File: src/rtl/fpcmp_pkg.sv
// Package: shared codes, status bit positions and the operand class record
// for the floating-point compare block. Assumes a 32-bit status register
// whose bit 31 is the exception summary.
package fpcmp_pkg;

    // One-hot condition codes
    localparam logic [3:0] CC_LT = 4'b1000;
    localparam logic [3:0] CC_GT = 4'b0100;
    localparam logic [3:0] CC_EQ = 4'b0010;
    localparam logic [3:0] CC_UN = 4'b0001;

    // Status register bit positions decoded by the status owner
    localparam int unsigned ST_SUMMARY_BIT = 31;
    localparam int unsigned ST_SNAN_BIT    = 24;
    localparam int unsigned ST_CMP_BIT     = 19;

    // Per-operand classification
    typedef struct packed {
        logic sign;
        logic is_zero;
        logic is_nan;
        logic is_snan;
    } fpcmp_class_t;

endpackage

File: src/rtl/fpcmp_classify.sv
// Module: fpcmp_classify
// Splits one binary floating-point pattern into sign, magnitude and class
// flags. Assumes the usual layout: sign on top, then exponent, then fraction,
// with the quiet bit as the fraction MSB.
module fpcmp_classify
    import fpcmp_pkg::*;
#(
    parameter int unsigned EXP_W  = 11,
    parameter int unsigned FRAC_W = 52,
    localparam int unsigned OP_W  = 1 + EXP_W + FRAC_W
) (
    input  logic [OP_W-1:0]   op_i,
    output fpcmp_class_t      cls_o,
    output logic [OP_W-2:0]   mag_o
);

    logic [EXP_W-1:0]  exp_f;
    logic [FRAC_W-1:0] frac_f;

    assign exp_f  = op_i[OP_W-2 -: EXP_W];
    assign frac_f = op_i[FRAC_W-1:0];

    // Decode the class flags from the exponent and fraction fields
    always_comb begin
        cls_o.sign    = op_i[OP_W-1];
        cls_o.is_zero = (exp_f == '0) && (frac_f == '0);
        cls_o.is_nan  = (exp_f == '1) && (frac_f != '0);
        cls_o.is_snan = cls_o.is_nan && !frac_f[FRAC_W-1];
        mag_o         = op_i[OP_W-2:0];
    end

endmodule

File: src/rtl/fpcmp_order.sv
// Module: fpcmp_order
// Turns two classified operands into the one-hot relation code. Assumes the
// magnitudes are the raw exponent|fraction fields, so an unsigned compare of
// them orders non-NaN values of the same sign.
module fpcmp_order
    import fpcmp_pkg::*;
#(
    parameter int unsigned MAG_W = 63
) (
    input  fpcmp_class_t     cls_a_i,
    input  fpcmp_class_t     cls_b_i,
    input  logic [MAG_W-1:0] mag_a_i,
    input  logic [MAG_W-1:0] mag_b_i,
    output logic [3:0]       code_o
);

    logic mag_lt;
    logic mag_eq;

    assign mag_lt = mag_a_i < mag_b_i;
    assign mag_eq = mag_a_i == mag_b_i;

    // Priority: NaN, signed zeros, sign split, then same-sign magnitude
    always_comb begin
        if (cls_a_i.is_nan || cls_b_i.is_nan) begin
            code_o = CC_UN;
        end else if (cls_a_i.is_zero && cls_b_i.is_zero) begin
            code_o = CC_EQ;
        end else if (cls_a_i.sign != cls_b_i.sign) begin
            code_o = cls_a_i.sign ? CC_LT : CC_GT;
        end else if (mag_eq) begin
            code_o = CC_EQ;
        end else if (!cls_a_i.sign) begin
            code_o = mag_lt ? CC_LT : CC_GT;
        end else begin
            code_o = mag_lt ? CC_GT : CC_LT;
        end
    end

endmodule

File: src/rtl/fpcmp_excgen.sv
// Module: fpcmp_excgen
// Builds the status set-mask for a compare from the NaN kinds, the compare
// mode and the invalid-operation enable. Assumes STAT_W covers the highest
// flag position in the package.
module fpcmp_excgen
    import fpcmp_pkg::*;
#(
    parameter int unsigned STAT_W = 32
) (
    input  fpcmp_class_t      cls_a_i,
    input  fpcmp_class_t      cls_b_i,
    input  logic              ordered_i,
    input  logic              ve_i,
    output logic [STAT_W-1:0] set_o
);

    logic any_snan;
    logic any_qnan;

    assign any_snan = cls_a_i.is_snan || cls_b_i.is_snan;
    assign any_qnan = (cls_a_i.is_nan && !cls_a_i.is_snan) ||
                      (cls_b_i.is_nan && !cls_b_i.is_snan);

    // Raise the invalid flags; the signalling case takes precedence
    always_comb begin
        set_o = '0;
        if (any_snan) begin
            set_o[ST_SNAN_BIT]    = 1'b1;
            set_o[ST_SUMMARY_BIT] = 1'b1;
            if (ordered_i && !ve_i) begin
                set_o[ST_CMP_BIT] = 1'b1;
            end
        end else if (ordered_i && any_qnan) begin
            set_o[ST_CMP_BIT]     = 1'b1;
            set_o[ST_SUMMARY_BIT] = 1'b1;
        end
    end

endmodule

File: src/rtl/fpcmp_unit.sv
// Module: fpcmp_unit
// Floating-point compare with status flags. The two operands are classified
// by a generated pair of classifiers. The relation code and the flag mask
// are formed combinationally, and one register stage presents them with a
// single-cycle result strobe. Assumes requests are single-cycle strobes.
// Outputs are zero whenever the strobe is low.
module fpcmp_unit
    import fpcmp_pkg::*;
#(
    parameter int unsigned EXP_W  = 11,
    parameter int unsigned FRAC_W = 52,
    parameter int unsigned FLD_W  = 3,
    parameter int unsigned STAT_W = 32,
    localparam int unsigned OP_W  = 1 + EXP_W + FRAC_W,
    localparam int unsigned MAG_W = OP_W - 1
) (
    input  logic              clk,
    input  logic              rst_n,
    input  logic              req_vld_i,
    input  logic [OP_W-1:0]   opa_i,
    input  logic [OP_W-1:0]   opb_i,
    input  logic              ordered_i,
    input  logic              ve_i,
    input  logic [FLD_W-1:0]  fld_idx_i,
    output logic              res_vld_o,
    output logic [3:0]        cc_o,
    output logic [FLD_W-1:0]  fld_idx_o,
    output logic [STAT_W-1:0] stat_set_o
);

    fpcmp_class_t     cls   [2];
    logic [MAG_W-1:0] mag   [2];
    logic [OP_W-1:0]  opnd  [2];
    logic [3:0]       code_c;
    logic [STAT_W-1:0] set_c;

    assign opnd[0] = opa_i;
    assign opnd[1] = opb_i;

    // One classifier per operand
    for (genvar gi = 0; gi < 2; gi++) begin : g_cls
        fpcmp_classify #(
            .EXP_W  (EXP_W),
            .FRAC_W (FRAC_W)
        ) cls_i (
            .op_i  (opnd[gi]),
            .cls_o (cls[gi]),
            .mag_o (mag[gi])
        );
    end

    fpcmp_order #(
        .MAG_W (MAG_W)
    ) order_i (
        .cls_a_i (cls[0]),
        .cls_b_i (cls[1]),
        .mag_a_i (mag[0]),
        .mag_b_i (mag[1]),
        .code_o  (code_c)
    );

    fpcmp_excgen #(
        .STAT_W (STAT_W)
    ) excgen_i (
        .cls_a_i   (cls[0]),
        .cls_b_i   (cls[1]),
        .ordered_i (ordered_i),
        .ve_i      (ve_i),
        .set_o     (set_c)
    );

    // Output stage: capture on a request, otherwise return to zero
    always_ff @(posedge clk) begin
        if (!rst_n) begin
            res_vld_o  <= 1'b0;
            cc_o       <= '0;
            fld_idx_o  <= '0;
            stat_set_o <= '0;
        end else if (req_vld_i) begin
            res_vld_o  <= 1'b1;
            cc_o       <= code_c;
            fld_idx_o  <= fld_idx_i;
            stat_set_o <= set_c;
        end else begin
            res_vld_o  <= 1'b0;
            cc_o       <= '0;
            fld_idx_o  <= '0;
            stat_set_o <= '0;
        end
    end

    // a request yields a result strobe one cycle later
    p_latency_r9: assert property (@(posedge clk) disable iff (!rst_n)
        req_vld_i |=> res_vld_o);

    // the field index travels with its request
    p_idx_carry_r9: assert property (@(posedge clk) disable iff (!rst_n)
        req_vld_i |=> (fld_idx_o == $past(fld_idx_i)));

    // idle cycles present nothing
    p_idle_zero_r9: assert property (@(posedge clk) disable iff (!rst_n)
        !res_vld_o |-> (cc_o == '0 && stat_set_o == '0 && fld_idx_o == '0));

    // a valid code has exactly one bit set
    p_code_onehot_r4: assert property (@(posedge clk) disable iff (!rst_n)
        res_vld_o |-> ($countones(cc_o) == 1));

    // any invalid flag implies a NaN was seen, so the code is unordered
    p_flag_unord_r1: assert property (@(posedge clk) disable iff (!rst_n)
        (res_vld_o && stat_set_o != '0) |-> (cc_o == CC_UN));

    // any raised flag is accompanied by the summary bit
    p_summary_r5: assert property (@(posedge clk) disable iff (!rst_n)
        (stat_set_o != '0) |-> stat_set_o[ST_SUMMARY_BIT]);

    // unordered mode never raises the compare flag without a signalling NaN
    p_unord_quiet_r8: assert property (@(posedge clk) disable iff (!rst_n)
        (req_vld_i && !ordered_i) |=> !stat_set_o[ST_CMP_BIT]);

endmodule

File: config.mk
export PLATFORM = sky130hd
export DESIGN_NAME = fpcmp_unit
export DESIGN_NICKNAME = d
export VERILOG_FILES = /design/src/rtl/fpcmp_pkg.sv /design/src/rtl/fpcmp_classify.sv /design/src/rtl/fpcmp_order.sv /design/src/rtl/fpcmp_excgen.sv /design/src/rtl/fpcmp_unit.sv
export SDC_FILE = /design/constraint.sdc
export NUM_CORES = 1
export LEC_CHECK = 0
export BUFFER_PORTS_ARGS = -buffer_cell sky130_fd_sc_hd__buf_2
export CORE_AREA = 3 3 61 106
export DETAILED_ROUTE_END_ITERATION = 10
export DIE_AREA = 0 0 64 109
export MAX_ROUTING_LAYER = met4
export PLACE_DENSITY = 0.86
export SYNTH_ARGS = -nofsm -noshare
export SYNTH_HDL_FRONTEND = slang
export SYNTH_SLANG_ARGS = --single-unit
File: constraint.sdc
create_clock -name clk -period 3.9 [get_ports clk]
set_input_delay 0.39 -clock clk [delete_from_list [all_inputs] [get_ports clk]]
set_output_delay 0.39 -clock clk [all_outputs]
set_load 0.02 [all_outputs]
; Word level (Yosys, flattened, before mapping)
; Index checks and enable logic that the tools add are counted.
[totals]
reg_bits = 40
in_bits = 136
word_cells = 56
[classes]
magnitude_cmp = 1
mux = 14
n_reduce_logical = 28
n_eq_ne = 4
bitwise = 2
[op_table]
columns = cell, n
row1 = zero test 52 bit, 2
row2 = nonzero test 52 bit, 2
row3 = == test 63 bit, 1
row4 = less-than comparator 63 bit, 1
row5 = 2-to-1 mux 4 bit, 6
row6 = "== test 11 bit, second input constant", 2
row7 = zero test 11 bit, 2
row8 = logical AND 1 bit, 11
row9 = 2-to-1 mux 1 bit, 7
row10 = zero test 1 bit, 5
row11 = OR reduction 4 bit, 1
row12 = logical OR 1 bit, 3
row13 = OR reduction 3 bit, 1
row14 = 2-to-1 mux 2 bit, 1
row15 = inverter 1 bit, 2
row16 = AND reduction 2 bit, 1
row17 = inequality test 1 bit, 1

; Depth between registers and ports, before layout
; Gate-level depths: netlist of the first run.
[depth]
ltp_word = 9
ltp_mapped = 9
depth_no_buf = 9

; By module
; A second synthesis of the first run with hierarchy kept.
[hier_totals]
hier_cells = 551
hier_area_um2 = 4430.5
[modules_own_cells]
columns = module, area_per_inst_um2, seq_area_each_um2, n_inst, cells_per_inst
row1 = fpcmp_order, 1697.9, 0.0, 1, 241
row2 = fpcmp_classify, 670.6, 0.0, 2, 93
row3 = fpcmp_unit, 1127.3, 800.8, 1, 88
row4 = fpcmp_excgen, 264.0, 0.0, 1, 36

; Worst setup path before layout of the first run
; OpenSTA, ideal clock, no wires.
[synth_timing]
kind = input -> register
startpoint = in opb_i[58]
endpoint = reg cc_o[2]
t_arrival_ns = 2.217
n_path_buf = 0
t_required_ns = 3.826
path_stages = 8
path_slack_ns = 1.609
cell_sequence = inv_1 -> ha_1 -> nand4_1 -> or4_4 -> nor4_4 -> a221oi_2 -> a211o_1 -> a31oi_1
[synth_via]
elab_chain_cells = 5
elab_cells_between_ends = 14
cone_classes = order compare: 1 / eq/ne: 2 / mux: 5 / reduce/logical: 6
[synth_rtl]
columns = element, line
row1 = start: declaration, fpcmp_unit.sv:21  ; input logic [OP_W-1:0] opb_i,
row2 = less-than comparator 63 bit, fpcmp_order.sv:20  ; assign mag_lt = mag_a_i < mag_b_i;
row3 = "2-to-1 mux 4 bit, on equally long branches", "fpcmp_order.sv:34, fpcmp_order.sv:36"
row4 = 2-to-1 mux 4 bit, fpcmp_order.sv:33  ; end else if (!cls_a_i.sign) begin
row5 = 2-to-1 mux 4 bit, fpcmp_order.sv:31  ; end else if (mag_eq) begin
row6 = 2-to-1 mux 4 bit, fpcmp_order.sv:29  ; end else if (cls_a_i.sign != cls_b_i.sign) begin
row7 = end signal: assignment, fpcmp_unit.sv:81  ; cc_o <= code_c;
row8 = end: declaration, fpcmp_unit.sv:26  ; output logic [3:0] cc_o,
; Several ways; a longest one is shown, not always the timed one.
; A chain may end at the register's enable or synchronous reset.

; Final worst setup path of the first run
[layout_timing]
startpoint = in opb_i[58]
endpoint = reg cc_o[3]
; The elaborated chain is that of the path after synthesis.

==> results of run 1 <==
[cell families (layout without fill, tap and decap cells)]
| kind of cell | Yosys count | after routing | synth area share [%] |
|---|---|---|---|
| AO/OA/AOI/OAI | 54 | 54 | 13.0 |
| adder cells (fa/ha/maj) | 63 | 63 | 31.0 |
| buffers and inverters | 98 | 218 | 18.7 |
| flip-flops | 11 | 11 | 8.65 |
| multiplexers | 1 | 1 | 0.393 |
| other | 1 | 29 | 0.147 |
| AND/OR/NAND/NOR | 122 | 122 | 28.1 |
[final cells by class]
class / instances / area, µm² / area share (%)
multi-input cells: 269 / 1950 / 59.2
repair buffers: 146 / 731 / 22.1
inverters: 68 / 255 / 7.73
flip-flops and latches: 11 / 220 / 6.67
well taps: 76 / 95.1 / 2.88
clock buffers: 4 / 45.0 / 1.36
[worst max path at each step]
stage / from / to / slack (ns) / depth (start not counted)
global placement: opb_i[58] / cc_o[2] / 1.40 / 9
finish: opb_i[58] / cc_o[3] / 1.58 / 9
floorplan: opb_i[58] / cc_o[2] / 1.61 / 8
detailed placement: opb_i[58] / cc_o[2] / 1.35 / 9
global route: opb_i[56] / cc_o[3] / 1.47 / 9
CTS: opb_i[58] / cc_o[2] / 1.59 / 9
[where the power goes]
group / internal, mW / switching [mW] / total [mW]
sequential: 0.116 / 0.00108 / 0.117
clock: 0.0715 / 0.0399 / 0.111
combinational: 0.124 / 0.166 / 0.290
total: 0.311 / 0.207 / 0.518
[state kept, by name, summed over array words and instances, names as in the netlist]
register and flops:
cc_o 4, fld_idx_o 3, res_vld_o 1, stat_set_o 3
[layer usage]
layer  up-vias  global-route usage, %  part of all wire, %
met3        36                   2.16                  7.2
met4         0                   11.3                  5.3
met5         -                      -                    0
met1      1407                   20.1                   32
met2       168                   46.5                   55
li1       1519                      -                    -
[per-stage QoR]
| stage | setup slack, ns | power (mW) | area (µm²) | util, % | hold slack (ns) |
|---|---|---|---|---|---|
| floorplan | 1.61 | 0.296 | 2650 | - | 0.536 |
| global placement | 1.40 | 0.395 | 3260 | 57.8 | 0.627 |
| detailed placement | 1.35 | 0.405 | 3260 | 57.8 | 0.631 |
| CTS | 1.59 | 0.516 | 3300 | 58.6 | 0.392 |
| global route | 1.47 | 0.563 | 3300 | 58.6 | 0.391 |
| finish | 1.58 | 0.518 | 3300 | 58.6 | 0.399 |
[layout by cell type, fill, tap and decap left out]
cell type and count:
a2111oi_0 2, a211o_1 2, a211oi_1 3, a21o_1 3
a21oi_1 27, a221oi_1 2, a221oi_2 1, a31oi_1 3
a32o_1 1, and2_1 3, and3_1 4, and4_1 1
buf_2 146, clkbuf_1 1, clkbuf_8 3, conb_1 29
dfxtp_1 11, ha_1 63, inv_1 68, mux2i_1 1
nand2_1 18, nand2b_1 3, nand3_1 13, nand3b_1 2
nand4_1 22, nand4b_1 1, nor2_1 4, nor2b_1 4
nor3_1 9, nor4_1 31, nor4_4 1, o21a_1 1
o21ai_0 8, o31ai_1 1, or3_1 1, or4_1 3
or4_4 1, or4b_1 1
==> flow_metrics.py, run 1 <==
metrics = {
    "worst_hold_path": {
        "hp-start": "fld_idx_i[0]",
        "whs_path_depth": 2,
        "hold_path_end": "fld_idx_o[0]",
        "hold_path.class": "in -> reg",
    },
    "sta": {
        "hold_viol": 0,
        "setup_viol_count_final": 0,
        "max_slew.worst_pin.slew_ns": 0.584,
        "fmax_mhz": 431,
        "slew_headroom_pct": 60.0,
        "layout_min_cycle_time_ns": 2.32,
        "slew_viol_final": 0,
        "rsz0062_at_grt": "false",
        "timing.final.crit_share_pct": 59.4,
        "fin_tns_setup_ns": 0,
    },
    "route": {
        "first_iter_violations": 159,
        "drtPass1Iterations": 4,
        "vias_per_cell": 5.45,
        "drcViolationCount": 0,
        "drt_wl_total_um": 8170,
        "ant_nets": 0,
        "num_vias": 3130,
        "wire_per_inst_um": 14.2,
    },
    "global_route": {
        "grt_usage_pct": 22.9,
        "grt_pass1_vias": 3003,
        "overflow": 0,
        "grt_max_degree": 8,
        "antenna_found_initial": 0,
        "grt_first_pass_wirelength_um": 12500,
    },
    "place": {
        "io_buffers": 146,
        "place_congestion": 0.934,
        "dp_hpwl_um": 7450,
        "dp.cells": 570,
    },
    "logic_synthesis": {
        "ys_seq_elements": 11,
        "synthMostInstantiatedCell": "inv_1",
        "ys_types": 37,
        "synth_top_area_cell": "ha_1",
        "yosysTopAreaCellShare_pct": 31.0,
        "avgSynthCellArea_um2": 7.27,
        "yosys_warnings": 0,
        "synth-edff-count": 0,
        "synth_ff_type": "dfxtp_1",
        "synthTopCellsByArea": "ha_1 (31%), inv_1 (10%), dfxtp_1 (8.6%)",
        "ys_async_sr_fraction_pct": 0,
        "ys_top_cells_by_count": "inv_1 (68), ha_1 (63), nor4_1 (31)",
        "ys_seq_area_share_pct": 8.65,
        "synth.cell_area_um2": 2550,
        "syn-instance-count": 350,
    },
    "critical_path": {
        "crit_type": "in -> reg",
        "cp_cell_sequence": "buf_2 -> inv_1 -> ha_1 -> nand4_1 -> or4_4 -> nor4_4 -> a221oi_2 -> a211o_1 -> a31oi_1",
        "crit_slowest_cell": "or4_4",
        "cp-end-kind": "flip-flop",
        "crit_path_max_fanout": 4,
        "crit_family": "simple AND/OR/NAND/NOR gates",
        "crit_required_ns": 4.07,
        "worst_setup_path_start_kind": "input port",
        "path_buf_inv": 2,
        "arrival_ns": 2.48,
        "max_stage_delay_ns": 0.59,
    },
    "outcome": {
        "outcome": "finished, final reports clean",
    },
    "cts": {
        "root_buffer": "clkbuf_8",
        "cts_sinks": 11,
        "cts_resized": 0,
        "htreeDepth": 1,
        "clkTransAtPathRegs_ns": 0.05,
        "cts_buffers": 3,
        "cts_hold_buffers": 0,
        "cts_tree": "done",
        "clockBufferDepth": 2,
        "postCtsSetupBuffers": 0,
    },
    "floorplan": {
        "ioPinCount": 176,
        "dieWidth_um": 64,
        "dieArea_um2": 6980,
        "start_util_pct": 45.2,
        "core_area_um2": 5630,
        "num_rows": 36,
        "die_h_um": 109,
    },
    "pwr": {
        "p_leak_nw": 1.92,
        "ir_drop_mv": 0.140,
        "power.density_nw_per_um2": 157,
    },
    "layout": {
        "nets": 698,
        "fill_cells": 535,
        "final_cells": 574,
        "antenna_cells": 0,
        "area_growth_pct": 29.6,
        "drive_above_1_share_pct": 30.5,
    },
    "flow_run": {
        "cap_violations": 0,
    },
}
Power figures use the tool's default switching activity.
==> run 2: changes to the inputs <==
Settings changed: CORE_AREA 3 3 61 106 to 3 3 63 108, DIE_AREA 0 0 64 109 to 0 0 66 111, PLACE_DENSITY 0.86 to 0.83.
Clock period 3.9 ns to 2.25 ns, I/O delays scaled along.
==> run 2 against run 1 <==
Compared with the run above:
- wire length rose by 4.3%
- global-route usage increased by 0.068 points
- sequential cell count is the same
- worst hold slack worse by 0.16 ns
- clock power up 71%
- largest cell class unchanged
==> flow_metrics.py, run 2 (synthesis gave the netlist of run 1 again) <==
metrics = {
    "outcome": {
        "outcome": "finished, final reports clean",
    },
    "critical_path": {
        "crit_required_ns": 2.41,
        "crit_path_max_fanout": 4,
        "worst_setup_path_start_kind": "input port",
        "max_stage_delay_ns": 0.54,
        "crit_slowest_cell": "or4_4",
        "startpoint": "opb_i[26]",
        "cp-end-kind": "flip-flop",
        "cp_cell_sequence": "buf_2 -> inv_1 -> ha_1 -> nand4_1 -> or4_4 -> nor4_4 -> a221oi_2 -> a211o_1 -> a31oi_1",
        "arrival_ns": 2.29,
        "crit_type": "in -> reg",
    },
    "layout": {
        "regMostFlops": "cc_o",
        "nets": 726,
        "area_growth_pct": 38.1,
        "final_cell_mix": "buf_2 (146), inv_1 (68), ha_1 (63)",
        "final_cells": 604,
        "fill_cells": 575,
        "antenna_cells": 0,
        "seqCellArea_um2": 220,
        "multi_input_area_um2": 1960,
        "utilization_pct": 58.9,
        "top_regs": "cc_o: 4 flops, fld_idx_o: 3 flops, stat_set_o: 3 flops",
        "final_common_cell": "buf_2",
        "drive_above_1_share_pct": 34.4,
        "largest_reg_flops": 4,
    },
    "pwr": {
        "pwr-share-seq_pct": 21.7,
        "intPower_uw": 569,
        "p_leak_nw": 2.06,
        "ir_drop_mv": 0.212,
        "p_comb_share_pct": 57.9,
        "p_sw_share_pct": 39.0,
        "power.density_nw_per_um2": 265,
        "power_switching_uw": 364,
        "clkPwrFrac_pct": 20.4,
    },
    "global_route": {
        "overflow": 0,
        "grt_usage_pct": 22.9,
        "grt_first_pass_wirelength_um": 13100,
        "grt_max_degree": 8,
        "grt_pass1_vias": 3183,
        "antenna_found_initial": 0,
    },
    "place": {
        "dp.cells": 598,
        "place_congestion": 0.878,
        "io_buffers": 146,
        "dp_hpwl_um": 7780,
    },
    "route": {
        "ant_nets": 0,
        "drt_wl_total_um": 8520,
        "drtPass1Iterations": 4,
        "first_iter_violations": 126,
        "vias_per_cell": 5.15,
        "drcViolationCount": 0,
        "wire_per_inst_um": 14.1,
        "num_vias": 3112,
    },
    "cts": {
        "root_buffer": "clkbuf_8",
        "cts_tree": "done",
        "cts_sinks": 11,
        "cts_buffers": 3,
        "htreeDepth": 1,
        "clockBufferDepth": 2,
        "clkTransAtPathRegs_ns": 0.05,
        "cts_hold_buffers": 0,
    },
    "sta": {
        "hold_viol": 0,
        "rsz0062_at_grt": "false",
        "slew_headroom_pct": 61.1,
        "timing.final.crit_share_pct": 94.6,
        "layout_min_cycle_time_ns": 2.13,
        "fmax_mhz": 470,
        "setup_viol_count_final": 0,
        "max_slew.worst_pin.slew_ns": 0.569,
        "slew_viol_final": 0,
    },
    "floorplan": {
        "die_h_um": 111,
        "dieArea_um2": 7330,
        "core_area_um2": 5970,
        "dieWidth_um": 66,
        "ioPinCount": 176,
        "start_util_pct": 42.6,
        "num_rows": 37,
    },
    "flow_run": {
        "cap_violations": 0,
    },
    "worst_hold_path": {
        "hp-start": "fld_idx_i[0]",
        "hold_path.class": "in -> reg",
    },
}
## run 2: cell types whose count changed in the layout (fill, tap and decap cells not counted)
cell,delta
buf_4,+28
or4_1,-1
or4_4,+1
## run 2: area by class of cell
| type | instances | area share [%] |
|---|---|---|
| Clock buffer | 4 | 1.28 |
| Multi-Input combinational cell | 269 | 55.7 |
| Inverter | 68 | 7.26 |
| Sequential cell | 11 | 6.26 |
| Tap cell | 78 | 2.77 |
| Timing Repair Buffer | 174 | 26.8 |
## run 2: critical path, delay by kind of cell
family | cells | cell delay [ns]
and+or+nand+nor | 3 | 1.03
buffers and inverters | 2 | 0.13
AOI/OAI and AO/OA | 3 | 0.59
adders and majority gates | 1 | 0.30
## run 2: worst paths after layout
path | slack, ns | endpoint | cells past startpoint
max | 0.12 | cc_o[2] | 9
min | 0.23 | fld_idx_o[0] | 2
## run 2: per-layer routing
metal / share of wire (%) / vias up / track usage [%]
li1: - / 1576 / -
met1: 32 / 1374 / 19.0
met2: 58 / 136 / 48.0
met3: 5.6 / 26 / 1.12
met4: 4.6 / 0 / 10.0
met5: 0 / - / -
## run 2: power groups by stage
stage	Combinational, mW	Clock [mW]	Sequential (mW)
floorplan	0.301	0	0.213
global placement	0.520	0	0.206
detailed placement	0.534	0	0.206
CTS	0.537	0.190	0.202
global route	0.611	0.205	0.202
finish	0.541	0.190	0.202
## run 2: what timing repair did
item	CTS	global route
setup endpoints to repair	0	1
setup buffers	0	2
gates resized for setup	0	1
## run 2: stage by stage
stage / TNS [ns] / hold slack [ns] / setup slack [ns] / total power, mW / instance area (µm²)
floorplan: 0 / 0.371 / 0.124 / 0.514 / 2650
global placement: -0.102 / 0.464 / -0.0511 / 0.725 / 3450
detailed placement: -0.227 / 0.467 / -0.114 / 0.740 / 3450
CTS: 0 / 0.230 / 0.123 / 0.930 / 3500
global route: 0 / 0.248 / 0.0146 / 1.02 / 3520
finish: 0 / 0.235 / 0.122 / 0.933 / 3520
==> run 3: changes to the inputs <==
Settings changed: ABC_AREA from default to 1, CORE_AREA 3 3 63 108 to 3 3 65 112, DIE_AREA 0 0 66 111 to 0 0 68 115.
==> run 3 against run 2 <==
Compared with the run above:
- total power grew 14%
- global-route usage shrank 2.2 points
- synthesized cell count grew 39%
- wire length shrank 4.6%
- worst hold slack lost 0.027 ns
- fmax grew 37%
- first-iteration DRC count grew 6.3%
- non-clock buffer count shrank 28
- count of clock-buffer cells in the layout is the same
- final cell count grew 19%
- clock power grew 68%
- combinational power is essentially flat
- critical path type unchanged
==> flow_metrics.py, run 3 <==
metrics = {
    "outcome": {
        "outcome": "finished, final reports clean",
    },
    "layout": {
        "final_common_cell": "buf_2",
        "drive_above_1_share_pct": 27.4,
        "nets": 835,
        "area_growth_pct": 27.7,
        "final_area_um2": 3680,
        "regMostFlops": "cc_o",
        "largest_reg_flops": 4,
        "antenna_cells": 0,
        "top_regs": "cc_o: 4 flops, fld_idx_o: 3 flops, stat_set_o: 3 flops",
        "final_cell_mix": "buf_2 (146), nand2_1 (116), inv_1 (90)",
    },
    "logic_synthesis": {
        "ys_top_cells_by_count": "nand2_1 (116), inv_1 (90), nor2_1 (65)",
        "synth_fa_ha_area_share_pct": 27.3,
        "synth.cell_area_um2": 2880,
        "synth_xor_area_share_pct": 0,
        "synth-compound-area-share_pct": 5.38,
        "ys_types": 25,
        "synthMuxAreaShare_pct": 0,
        "synth_simple_gate_area_share_pct": 38.3,
        "synth_ff_type": "dfxtp_1",
        "synthTopCellsByArea": "ha_1 (27%), nand2_1 (15%), inv_1 (12%)",
        "avgSynthCellArea_um2": 5.93,
        "synth_top_area_cell": "ha_1",
        "yosys_warnings": 0,
        "synth_top_family_by_area": "simple AND/OR/NAND/NOR gates",
        "ys_seq_area_share_pct": 7.64,
        "yosysTopAreaCellShare_pct": 27.3,
        "synthMostInstantiatedCell": "nand2_1",
        "ys_seq_elements": 11,
        "ys_async_sr_fraction_pct": 0,
        "synth-edff-count": 0,
        "syn-instance-count": 486,
    },
    "critical_path": {
        "worst_setup_path_start_kind": "input port",
        "crit_required_ns": 2.37,
        "cp-end-kind": "flip-flop",
        "crit_path_max_fanout": 3,
        "crit_type": "in -> reg",
        "arrival_ns": 1.67,
    },
    "global_route": {
        "grt_usage_pct": 20.7,
        "antenna_found_initial": 0,
        "overflow": 0,
        "grt_max_degree": 7,
        "grt_first_pass_wirelength_um": 12600,
        "grt_pass1_vias": 3374,
    },
    "place": {
        "place_ws_ns": 0.446,
        "place_congestion": 0.888,
        "io_buffers": 146,
        "placed_area_um2": 3600,
        "dp_hpwl_um": 7600,
    },
    "sta": {
        "hold_slack_ns": 0.208,
        "rsz0062_at_grt": "false",
        "setup_viol_count_final": 0,
        "layout_min_cycle_time_ns": 1.55,
        "timing.final.crit_share_pct": 68.9,
        "layout_setup_ws_ns": 0.699,
        "slew_viol_final": 0,
        "fin_tns_setup_ns": 0,
        "hold_viol": 0,
        "fmax_mhz": 645,
    },
    "cts": {
        "cts_hold_buffers": 0,
        "htreeDepth": 1,
        "cts_sinks": 11,
        "cts_buffers": 3,
        "cts_resized": 0,
        "root_buffer": "clkbuf_16",
        "clockBufferDepth": 2,
        "clkTransAtPathRegs_ns": 0.04,
        "cts_tree": "done",
        "postCtsSetupBuffers": 0,
    },
    "pwr": {
        "p_leak_nw": 2.32,
        "ir_drop_mv": 0.160,
        "power.density_nw_per_um2": 288,
    },
    "floorplan": {
        "dieArea_um2": 7820,
        "ioPinCount": 176,
        "start_util_pct": 44.1,
        "core_area_um2": 6540,
        "dieWidth_um": 68,
        "num_rows": 39,
        "die_h_um": 115,
    },
    "route": {
        "num_vias": 3490,
        "drt_wl_total_um": 8130,
        "vias_per_cell": 4.87,
        "drtPass1Iterations": 4,
        "first_iter_violations": 134,
        "wire_per_inst_um": 11.3,
        "ant_nets": 0,
        "drcViolationCount": 0,
    },
    "worst_hold_path": {
        "hold_path.class": "in -> reg",
        "whs_path_depth": 3,
    },
    "flow_run": {
        "cap_violations": 0,
    },
}
run 3: changes by cell type in the layout (fill, tap and decap cells not counted), sizes merged, moves of 4 or more:
cell	before	now
nor2b	4	0
or4	4	0
nor2	4	66
o21ai	8	3
and3	4	0
inv	68	103
nand2	18	117
a21oi	27	23
nor4	32	7
nand3	13	22
buf	174	146
run 3: power breakdown:
group	total [mW]	switching [mW]	internal (mW)
clock network	0.319	0.0815	0.237
registers	0.203	0.00170	0.201
logic	0.541	0.318	0.222
total	1.06	0.401	0.661
run 3: logic make-up after synthesis:
logic type / Yosys count
simple gates: 248
fa+ha+maj: 63
compound gates: 29
buf+inv: 134
other cells: 1
flops: 11
run 3: worst paths after layout:
check               startpoint            to  slack, ns
setup / recovery     opb_i[14]       cc_o[3]       0.70
hold / removal    fld_idx_i[1]  fld_idx_o[1]       0.21
run 3: stage by stage:
stage	power, mW	cells	util (%)
after floorplan	0.560	514	-
after global placement	0.728	713	55.1
after detailed placement	0.747	713	55.1
after CTS	1.07	717	56.3
after global routing	1.16	717	56.3
final	1.06	717	56.3
run 3: routing by layer:
metal / up-vias / routed length (µm) / global-route usage (%)
met5: - / 0 / -
met4: 0 / 223 / 7.17
met3: 21 / 521 / 1.56
met2: 141 / 4700 / 43.6
met1: 1541 / 2680 / 17.4
li1: 1787 / - / -
run 3: final cells by class:
cell class,count,area (µm²)
multi-input cells,369,2160
inverters,105,394
well taps,82,103
clock buffers,4,78.8
repair buffers,146,731
flip-flops and latches,11,220
fillers,688,2860
run 3: critical path, stage by stage:
cell and delay (ns):
buf_2 0.08, inv_1 0.05, ha_1 0.29, nand2_1 0.07
nor2_1 0.21, nand2_1 0.09, nor3_1 0.13, nand3_1 0.08
nor2_1 0.21, nor2_1 0.07, nand3_1 0.10, a21oi_1 0.06
